`config.mk`:
```
export PLATFORM = sky130hd
export DESIGN_NAME = dma_sync_channel
export DESIGN_NICKNAME = d
export VERILOG_FILES = /design/src/rtl/dma_chan_pkg.sv /design/src/rtl/dma_req_sync.sv /design/src/rtl/dma_tick_gen.sv /design/src/rtl/dma_cfg_regs.sv /design/src/rtl/dma_sync_channel.sv
export SDC_FILE = /design/constraint.sdc
export NUM_CORES = 1
export LEC_CHECK = 0
export BUFFER_PORTS_ARGS = -buffer_cell sky130_fd_sc_hd__buf_2
export CAP_MARGIN = 20
export CORE_ASPECT_RATIO = 2
export CORE_MARGIN = 2
export CORE_UTILIZATION = 56
export DETAILED_ROUTE_END_ITERATION = 12
export PLACE_DENSITY = 0.83
export SLEW_MARGIN = 15
export SYNTH_ARGS = -nofsm -noshare
export SYNTH_HDL_FRONTEND = slang
export SYNTH_SLANG_ARGS = --single-unit
```
`constraint.sdc`:
```
create_clock -name clk -period 3.1 [get_ports clk]
set_clock_uncertainty 0.05 [all_clocks]
set_input_delay 0.155 -clock clk [delete_from_list [all_inputs] [get_ports clk]]
set_output_delay 0.155 -clock clk [all_outputs]
set_load 0.01 [all_outputs]
```
`src/rtl/dma_chan_pkg.sv`:
```
package dma_chan_pkg;

  typedef enum logic [1:0] {
    ST_IDLE  = 2'd0,
    ST_READ  = 2'd1,
    ST_WRITE = 2'd2,
    ST_GAP   = 2'd3
  } chan_state_e;

  // control register, bit 0 is enable (LSB)
  typedef struct packed {
    logic timer_mode;  // bit 6
    logic dst_sync;    // bit 5
    logic dst_inc;     // bit 4
    logic src_inc;     // bit 3
    logic dst_io;      // bit 2
    logic src_io;      // bit 1
    logic enable;      // bit 0
  } chan_ctrl_t;

  localparam int CTRL_W = 7;

  localparam logic [2:0] REG_SRC    = 3'd0;
  localparam logic [2:0] REG_DST    = 3'd1;
  localparam logic [2:0] REG_CNT    = 3'd2;
  localparam logic [2:0] REG_CTRL   = 3'd3;
  localparam logic [2:0] REG_PERIOD = 3'd4;

endpackage

```
`src/rtl/dma_req_sync.sv`:
```
module dma_req_sync #(
  parameter int STAGES = 2
) (
  input  logic clk,
  input  logic rst,
  input  logic async_i,
  output logic sync_o
);
  logic [STAGES-1:0] chain_q;

  always_ff @(posedge clk) begin
    if (rst) chain_q <= '0;
    else     chain_q <= {chain_q[STAGES-2:0], async_i};
  end

  assign sync_o = chain_q[STAGES-1];
endmodule

```
`src/rtl/dma_tick_gen.sv`:
```
module dma_tick_gen #(
  parameter int TMR_W = 12
) (
  input  logic             clk,
  input  logic             rst,
  input  logic             run_i,
  input  logic [TMR_W-1:0] period_i,
  output logic             tick_o
);
  logic [TMR_W-1:0] cnt_q;
  logic             wrap;

  assign wrap = (period_i <= TMR_W'(1)) || (cnt_q >= period_i - TMR_W'(1));

  always_ff @(posedge clk) begin
    if (rst || !run_i) begin
      cnt_q  <= '0;
      tick_o <= 1'b0;
    end else if (wrap) begin
      cnt_q  <= '0;
      tick_o <= 1'b1;
    end else begin
      cnt_q  <= cnt_q + TMR_W'(1);
      tick_o <= 1'b0;
    end
  end
endmodule

```
`src/rtl/dma_cfg_regs.sv`:
```
module dma_cfg_regs
  import dma_chan_pkg::*;
#(
  parameter int ADDR_W = 8,
  parameter int DATA_W = 16,
  parameter int CNT_W  = 8,
  parameter int TMR_W  = 12
) (
  input  logic              clk,
  input  logic              rst,
  input  logic              cfg_we,
  input  logic [2:0]        cfg_addr,
  input  logic [DATA_W-1:0] cfg_wdata,
  input  logic              step_i,
  input  logic              finish_i,
  output logic [ADDR_W-1:0] src_o,
  output logic [ADDR_W-1:0] dst_o,
  output logic [CNT_W-1:0]  cnt_o,
  output chan_ctrl_t        ctrl_o,
  output logic [TMR_W-1:0]  period_o,
  output logic              done_o
);
  always_ff @(posedge clk) begin
    if (rst) begin
      src_o    <= '0;
      dst_o    <= '0;
      cnt_o    <= '0;
      ctrl_o   <= '0;
      period_o <= '0;
      done_o   <= 1'b0;
    end else begin
      if (step_i) begin
        if (ctrl_o.src_inc) src_o <= src_o + ADDR_W'(1);
        if (ctrl_o.dst_inc && !ctrl_o.timer_mode) dst_o <= dst_o + ADDR_W'(1);
        cnt_o <= cnt_o - CNT_W'(1);
      end
      if (finish_i) begin
        ctrl_o.enable <= 1'b0;
        done_o        <= 1'b1;
      end
      if (cfg_we) begin
        unique case (cfg_addr)
          REG_SRC:    src_o    <= cfg_wdata[ADDR_W-1:0];
          REG_DST:    dst_o    <= cfg_wdata[ADDR_W-1:0];
          REG_CNT:    cnt_o    <= cfg_wdata[CNT_W-1:0];
          REG_CTRL: begin
            ctrl_o <= chan_ctrl_t'(cfg_wdata[CTRL_W-1:0]);
            if (cfg_wdata[0]) done_o <= 1'b0;
          end
          REG_PERIOD: period_o <= cfg_wdata[TMR_W-1:0];
          default: ;
        endcase
      end
    end
  end
endmodule

```
`src/rtl/dma_sync_channel.sv`:
```
module dma_sync_channel
  import dma_chan_pkg::*;
#(
  parameter int                ADDR_W      = 8,
  parameter int                DATA_W      = 16,
  parameter int                CNT_W       = 8,
  parameter int                TMR_W       = 12,
  parameter int                GAP_CYCLES  = 2,
  parameter int                SYNC_STAGES = 2,
  parameter logic [ADDR_W-1:0] DUMMY_ADDR  = '1
) (
  input  logic              clk,
  input  logic              rst,
  input  logic              cfg_we,
  input  logic [2:0]        cfg_addr,
  input  logic [DATA_W-1:0] cfg_wdata,
  input  logic              ext_req,
  output logic              bus_req,
  input  logic              bus_gnt,
  output logic              bus_valid,
  output logic              bus_we,
  output logic              bus_io,
  output logic [ADDR_W-1:0] bus_addr,
  output logic [DATA_W-1:0] bus_wdata,
  input  logic [DATA_W-1:0] bus_rdata,
  input  logic              bus_ready,
  output logic              irq,
  output logic              done,
  output logic              busy
);
  localparam int GAP_W = (GAP_CYCLES < 2) ? 1 : $clog2(GAP_CYCLES);

  chan_state_e       state_q;
  logic              cyc_q, req_q, irq_q, pend_q;
  logic [DATA_W-1:0] hold_q;
  logic [GAP_W-1:0]  gap_q;

  logic [ADDR_W-1:0] src_a, dst_a, dst_eff;
  logic [CNT_W-1:0]  cnt;
  chan_ctrl_t        ctrl;
  logic [TMR_W-1:0]  period;
  logic              ext_s, tick, trig, hs, last, step, finish;
  logic              start_idle, chain, accept, src_io_eff, dst_io_eff;

  dma_cfg_regs #(
    .ADDR_W(ADDR_W), .DATA_W(DATA_W), .CNT_W(CNT_W), .TMR_W(TMR_W)
  ) u_regs (
    .clk(clk), .rst(rst), .cfg_we(cfg_we), .cfg_addr(cfg_addr),
    .cfg_wdata(cfg_wdata), .step_i(step), .finish_i(finish),
    .src_o(src_a), .dst_o(dst_a), .cnt_o(cnt), .ctrl_o(ctrl),
    .period_o(period), .done_o(done)
  );

  dma_req_sync #(.STAGES(SYNC_STAGES)) u_sync (
    .clk(clk), .rst(rst), .async_i(ext_req), .sync_o(ext_s)
  );

  dma_tick_gen #(.TMR_W(TMR_W)) u_tick (
    .clk(clk), .rst(rst), .run_i(ctrl.enable && ctrl.timer_mode),
    .period_i(period), .tick_o(tick)
  );

  // request source, effective endpoints
  assign trig       = ctrl.timer_mode ? pend_q : ext_s;
  assign dst_eff    = ctrl.timer_mode ? DUMMY_ADDR : dst_a;
  assign dst_io_eff = ctrl.timer_mode ? 1'b0 : ctrl.dst_io;
  assign src_io_eff = ctrl.timer_mode ? 1'b0 : ctrl.src_io;

  // handshake decode
  assign hs         = cyc_q && bus_ready;
  assign last       = (cnt == CNT_W'(1));
  assign step       = (state_q == ST_WRITE) && hs;
  assign finish     = step && last;
  assign start_idle = (state_q == ST_IDLE) && ctrl.enable && (cnt != '0) && trig;
  assign chain      = step && !last && !ctrl.dst_sync && trig;
  assign accept     = start_idle || chain;

  always_ff @(posedge clk) begin
    if (rst) begin
      state_q <= ST_IDLE;
      cyc_q   <= 1'b0;
      req_q   <= 1'b0;
      irq_q   <= 1'b0;
      hold_q  <= '0;
      gap_q   <= '0;
    end else begin
      irq_q <= 1'b0;
      unique case (state_q)
        ST_IDLE: begin
          if (start_idle) begin
            req_q   <= 1'b1;
            state_q <= ST_READ;
          end
        end
        ST_READ: begin
          if (hs) begin
            cyc_q   <= 1'b0;
            hold_q  <= bus_rdata;
            state_q <= ST_WRITE;
          end else if (!cyc_q && bus_gnt) begin
            cyc_q <= 1'b1;
          end
        end
        ST_WRITE: begin
          if (hs) begin
            cyc_q <= 1'b0;
            if (last) begin
              req_q   <= 1'b0;
              irq_q   <= 1'b1;
              state_q <= ST_IDLE;
            end else if (!ctrl.dst_sync) begin
              if (trig) begin
                state_q <= ST_READ;
              end else begin
                req_q   <= 1'b0;
                state_q <= ST_IDLE;
              end
            end else begin
              req_q   <= 1'b0;
              gap_q   <= '0;
              state_q <= ST_GAP;
            end
          end else if (!cyc_q && bus_gnt) begin
            cyc_q <= 1'b1;
          end
        end
        ST_GAP: begin
          if (gap_q == GAP_W'(GAP_CYCLES - 1)) state_q <= ST_IDLE;
          else gap_q <= gap_q + GAP_W'(1);
        end
        default: state_q <= ST_IDLE;
      endcase
    end
  end

  // timer request latch: a new tick wins over a same-cycle accept
  always_ff @(posedge clk) begin
    if (rst || !(ctrl.enable && ctrl.timer_mode)) pend_q <= 1'b0;
    else pend_q <= tick || (pend_q && !accept);
  end

  assign bus_req   = req_q;
  assign bus_valid = cyc_q;
  assign bus_we    = (state_q == ST_WRITE);
  assign bus_io    = (state_q == ST_WRITE) ? dst_io_eff : src_io_eff;
  assign bus_addr  = (state_q == ST_WRITE) ? dst_eff : src_a;
  assign bus_wdata = hold_q;
  assign irq       = irq_q;
  assign busy      = (state_q != ST_IDLE);

  AST_VALID_UNDER_REQ: assert property (@(posedge clk) disable iff (rst)
    bus_valid |-> bus_req);
  AST_START_AFTER_GNT: assert property (@(posedge clk) disable iff (rst)
    $rose(bus_valid) |-> $past(bus_gnt));
  AST_CYCLE_HELD: assert property (@(posedge clk) disable iff (rst)
    bus_valid && !bus_ready |=> bus_valid && $stable(bus_addr) && $stable(bus_we) && $stable(bus_io));
  AST_IRQ_SINGLE: assert property (@(posedge clk) disable iff (rst)
    irq |=> !irq);
  AST_DONE_QUIET: assert property (@(posedge clk) disable iff (rst)
    done |-> !bus_req);
  AST_GAP_QUIET: assert property (@(posedge clk) disable iff (rst)
    $fell(bus_req) && ctrl.dst_sync && !done |=> !bus_req);
  AST_REFRESH_TARGET: assert property (@(posedge clk) disable iff (rst)
    bus_valid && bus_we && ctrl.timer_mode |-> (bus_addr == DUMMY_ADDR) && !bus_io);
endmodule

```
# After elaboration in Yosys (flattened, before gate mapping)

Cells that the tools add are included.

Bits in latches: 0
Memory bits (writable): 0
Bits in registers: 82
ROM bits: 0
Output and inout port bits: 31
Memories: 0
Bits of input ports: 41

$add $sub $neg: 6
Divide/modulo/power cells: 0
Multipliers: 0
Shift-type cells: 0
$lt $le $gt $ge: 2
Equality and inequality tests: 15
Reduce and logical (&&, ||, !) cells: 40
Muxes and demuxes: 47
Bitwise logic cells: 2

Operators with widths:

| kind                                                                              | count |
|---|---|
| 8-bit two-way mux                                                                 | 13 |
| 1-bit two-way mux                                                                 | 25 |
| 8-bit by 1-bit adder with 8-bit output, second input constant                     | 2 |
| 1-bit logical AND                                                                 | 13 |
| 12-bit by 1-bit adder with 12-bit output, second input constant                   | 1 |
| 12-bit greater-or-equal comparator                                                | 1 |
| 12-bit by 1-bit less-or-equal comparator with 1-bit output, second input constant | 1 |
| 2-bit two-way mux                                                                 | 6 |
| 4-bit AND reduction                                                               | 3 |
| 12-bit by 1-bit subtractor with 12-bit output, second input constant              | 1 |
| 8-bit by 1-bit equality test with 1-bit output, second input constant             | 1 |
| 2-bit inequality test, second input constant                                      | 4 |
| 2-bit one-hot mux with 4 select lines                                             | 1 |
| 2-bit AND reduction                                                               | 4 |
| 2-bit nonzero test                                                                | 4 |
| 8-bit nonzero test                                                                | 1 |
| 8-bit by 1-bit subtractor with 8-bit output, second input constant                | 1 |
| 3-bit by 2-bit equality test with 1-bit output, second input constant             | 2 |
| 1-bit logical NOT                                                                 | 6 |
| 2-bit equality test, second input constant                                        | 2 |
| 1-bit logical OR                                                                  | 4 |
| 2-bit by 1-bit inequality test with 1-bit output, second input constant           | 2 |
| 4-bit by 2-bit inequality test with 1-bit output, second input constant           | 1 |
| 1-bit one-hot mux with 2 select lines                                             | 2 |
| other kinds (9)                                                                   | 11 |

# Longest topological paths before layout

Word-level depth: 9
Gate-level depth with buffers: 12

# Hierarchy

From an unflattened synthesis, not the netlist that was laid out.

Cells, all modules: 498
Area total of the unflattened synthesis: 4292.9 µm²

By module, submodules not included:

| module           | seq. area each (µm²) | cells each | times used | area each (µm²) |
|---|---|---|---|---|
| dma_cfg_regs     | 880.8                | 234        | 1          | 2029.4 |
| dma_sync_channel | 460.4                | 144        | 1          | 1151.1 |
| dma_tick_gen     | 260.2                | 116        | 1          | 1059.8 |
| dma_req_sync     | 40.0                 | 4          | 1          | 52.6 |

# Least setup slack after synthesis

OpenSTA, ideal clock, no wires.

Path type: register -> register
Start point: register u_regs.period_o[4]
End point: register u_tick.cnt_q[10]
Path slack: 0.504 ns
Clock period less this slack: 2.596 ns
Arrival time: 2.419 ns
Cell stages (with the launch flop): 11
Cells stage by stage: dfxtp_1 > nor4_1 > nand2b_1 > nor3_1 > xnor2_1 > ha_1 > nand3_1 > or3b_2 > nand4b_1 > clkbuf_1 > nor2_1

Word-level cells in the longest chain between the ends: 4
Elaborated cells on any way between the ends: 5
Classes of those cells: 1 x add/sub; 2 x order compare; 2 x reduce/logical

Ends and longest elaborated chain:

| what                                          | line               | RTL |
|---|---|---|
| from (decl)                                   | dma_cfg_regs.sv:20 | `output logic [TMR_W-1:0] period_o,` |
| from (signal assigned)                        | dma_cfg_regs.sv:50 | `REG_PERIOD: period_o <= cfg_wdata[TMR_W-1:0];` |
| 12-bit by 1-bit subtractor with 12-bit output | dma_tick_gen.sv:13 | `assign wrap = (period_i <= TMR_W'(1)) \|\| (cnt_q >= period_i - TMR_W'(1));` |
| 12-bit greater-or-equal comparator            | dma_tick_gen.sv:13 |  |
| 1-bit logical OR *                            | dma_tick_gen.sv:13 |  |
| 2-bit OR reduction (no line) *                | -                  |  |
| to (signal assigned)                          | dma_tick_gen.sv:23 | `cnt_q <= cnt_q + TMR_W'(1);` |
| to (decl)                                     | dma_tick_gen.sv:10 | `logic [TMR_W-1:0] cnt_q;` |

Every way passes the cells marked *; elsewhere a longest branch is shown, timed or not.
A chain may end at the register's enable or synchronous reset.

# Worst setup path in the final report

Start point: register u_regs.period_o[4]
End point: register u_tick.cnt_q[0]

Same word-level chain as after synthesis.

==> reports/results.txt <==
CTS Sinks: 82
most frequent cells in the layout: 92 x nand2_1, 82 x dfxtp_1, 67 x buf_2
peak fanout along the critical path: 12
via count of the first global-routing pass: 3,664
Combinational Power Share: 0.101
input/output buffers: 67
total gr overflow: 0
Core Rows: 43
Pwr Density: 504 nW/um^2
total vias in the final route: 3,711
Max-slew headroom: 0.418
sequential power share: 0.456
commonest non-fill, non-tap cell in the layout: nand2_1
sequential area share after synthesis: 0.405
fin crit share: 0.904
Post-Syn Area: 4050 sq um
post-layout util: 0.690
post-DR vias/cell: 5.67
drt drc: 0
CTS buffer count: 9
actual slew at the worst max-slew pin: 0.871 ns
Mapped Nets: 558
Final Hold Vio Count: 0
Initial Util: 0.579
Synth Area in Simple Gates: 0.234
Synth Area in XOR/XNOR: 0.0843
Clock power frac: 0.443
remaining antenna violation count: 0
Most used DFF post-synth: dfxtp_1
die width: 64.1 um
Crit Path Class: flop to flop
fin crit period: 2.80 ns
WP data arrival: 2.98 ns
P&R area growth vs syn: 19.2%
DRT Wirelength: 9920 um
Clk pin slew, worst setup/hold paths: 0.06 ns
clk buf depth: 2
Max Slew Vio Count: 0
Final #Nets: 624
Final Power: 2.43 mW
Worst-Skew Late Latency: 0.34 ns
R2R Setup Slk: 0.30 ns
Seq cells post-synth: 82
number of inserted diodes: 0
first-pass GRT wire length: 16,400 um
Compound-Gate Fraction of Synth Area: 0.155
final instance area: 4830 sq um
Top Ports: 72
Mapped Avg Cell Area: 8.20 sq um
core area: 6990 sq um
RSZ-0062 raised after global routing: false
largest net degree at the start of global routing: 67
synthesized instance count: 494
P_leak: 1.96 nW
CP startpoint kind: flop
Adder-Cell Fraction of Synth Area: 0.0710
Total GRT Usage: 0.259
chip height: 124 um
Final HPWL DP: 6960 um
Placement Cell Area: 4430 sq um
DRC marker count from the first detailed-route iteration: 214
fmax: 357 MHz
Post-synth ARST share: 0
Power Internal: 1.84 mW
max_cap viols: 0
post-synthesis mux area share: 0.0127
number of flops mapped to enable cells by yosys: 0
setup TNS: 0 ns
Worst setup EP type: flop
Initial DRT Pass Iterations: 4
CTS root buf: clkbuf_16
CP required: 3.27 ns
wire per inst: 15.1 um
largest family of logic cells by synthesized area: simple AND/OR/NAND/NOR gates
hold crit path type: primary input to flop
Synthesis Warnings: 0
CTS tree: built
H-Tree Depth: 3
status: complete, no violations
final setup vio count: 0
fraction of layout cells with a size suffix above 1: 0.168
initial antenna violation count: 0
Yosys cell types: 46
VDD IR max: 0.413 mV
routability cong.: 0.833
net switching power: 0.593 mW
switching share of power: 0.244
die footprint: 7970 sq um
sequential cells by signal (all words and copies together) (netlist names), 2 cells and up:
register	count
bus_wdata	16
state_q	2
u_regs.cnt_o	8
u_regs.ctrl_o	7
u_regs.dst_o	8
u_regs.period_o	12
u_regs.src_o	8
u_sync.chain_q	2
u_tick.cnt_q	12
through the flow:
stage                     hold WS, ns  cells  setup WS [ns]
after floorplan                 0.224    494          0.504
after global placement          0.316    629          0.350
after detailed placement        0.319    629          0.207
after CTS                    0.000501    654          0.150
after global routing          0.00870    655          0.123
final                         0.00305    655          0.297
Yosys cell counts (all sizes together) (9+ instances only):
cell type   n  share of area
inv        15          0.014
and3        9          0.014
xnor2      22          0.048
ha         23          0.071
dfxtp      82           0.41
nand3      11          0.014
nor2       54          0.050
a211oi     23          0.043
nand2      92          0.085
clkbuf     21          0.019
a21oi      42          0.052
xor2       17          0.037
what timing repair did:
item,in CTS,in global routing
endpoints found under the setup margin,0,10
hold endpoints to repair,9,0
hold buffers,9,0
resized for setup,0,0
setup buffers,0,1
power by group through the flow:
| stage | clock network (mW) | registers (mW) | logic [mW] |
|---|---|---|---|
| 2_1_floorplan | 0 | 1.13 | 0.152 |
| 3_3_place_gp | 0 | 1.13 | 0.227 |
| 3_5_place_dp | 0 | 1.13 | 0.233 |
| 4_1_cts | 1.09 | 1.11 | 0.244 |
| 5_1_grt | 1.13 | 1.11 | 0.275 |
| 6_report | 1.08 | 1.11 | 0.246 |
cells by family (layout without fill, tap and decap cells):
family | Yosys count | count (layout)
flops | 82 | 82
simple gates | 208 | 208
compound gates | 97 | 97
buf+inv | 40 | 111
xor+xnor | 39 | 39
mux | 5 | 5
fa+ha+maj | 23 | 23
worst max-delay path, stage by stage, from the launching register on:
cell	delay [ns]
dfxtp_1	0.36
nor4_1	0.52
nand2b_1	0.14
nor3_1	0.21
xnor2_1	0.10
ha_1	0.30
nand3_1	0.11
nor4_1	0.38
o31ai_1	0.15
nand4b_1	0.13
buf_4	0.19
nor2_1	0.06
path summary, 6_finish.rpt:
kind / endpoint / start / cells past startpoint
setup / recovery: u_tick.cnt_q[0]$_SDFF_PP0_ / u_regs.period_o[4]$_SDFFE_PP0P_ / 11
hold reg to reg: u_sync.chain_q[1]$_SDFF_PP0_ / u_sync.chain_q[0]$_SDFF_PP0_ / 1
hold / removal: bus_wdata[10]$_SDFFE_PP0P_ / bus_rdata[10] / 3
setup reg to reg: u_tick.cnt_q[0]$_SDFF_PP0_ / u_regs.period_o[4]$_SDFFE_PP0P_ / 11
per-layer routing:
layer  routed length, um  global-route usage  vias to the layer above
li1                    -                   -                     1836
met1                3730               0.267                     1732
met2                5390               0.471                      112
met3                 440              0.0470                       31
met4                 359               0.145                        0
met5                   0                   0                        -
area by class of cell:
type	instances	area, sq um
fillers	567	2170
inverters	15	56.3
repair buffers	80	455
multi-input cells	372	2260
flip-flops and latches	82	1640
clock inverters	5	62.6
well taps	90	113
clock buffers	11	243
Note: power is estimated with default switching activity, not from simulation.
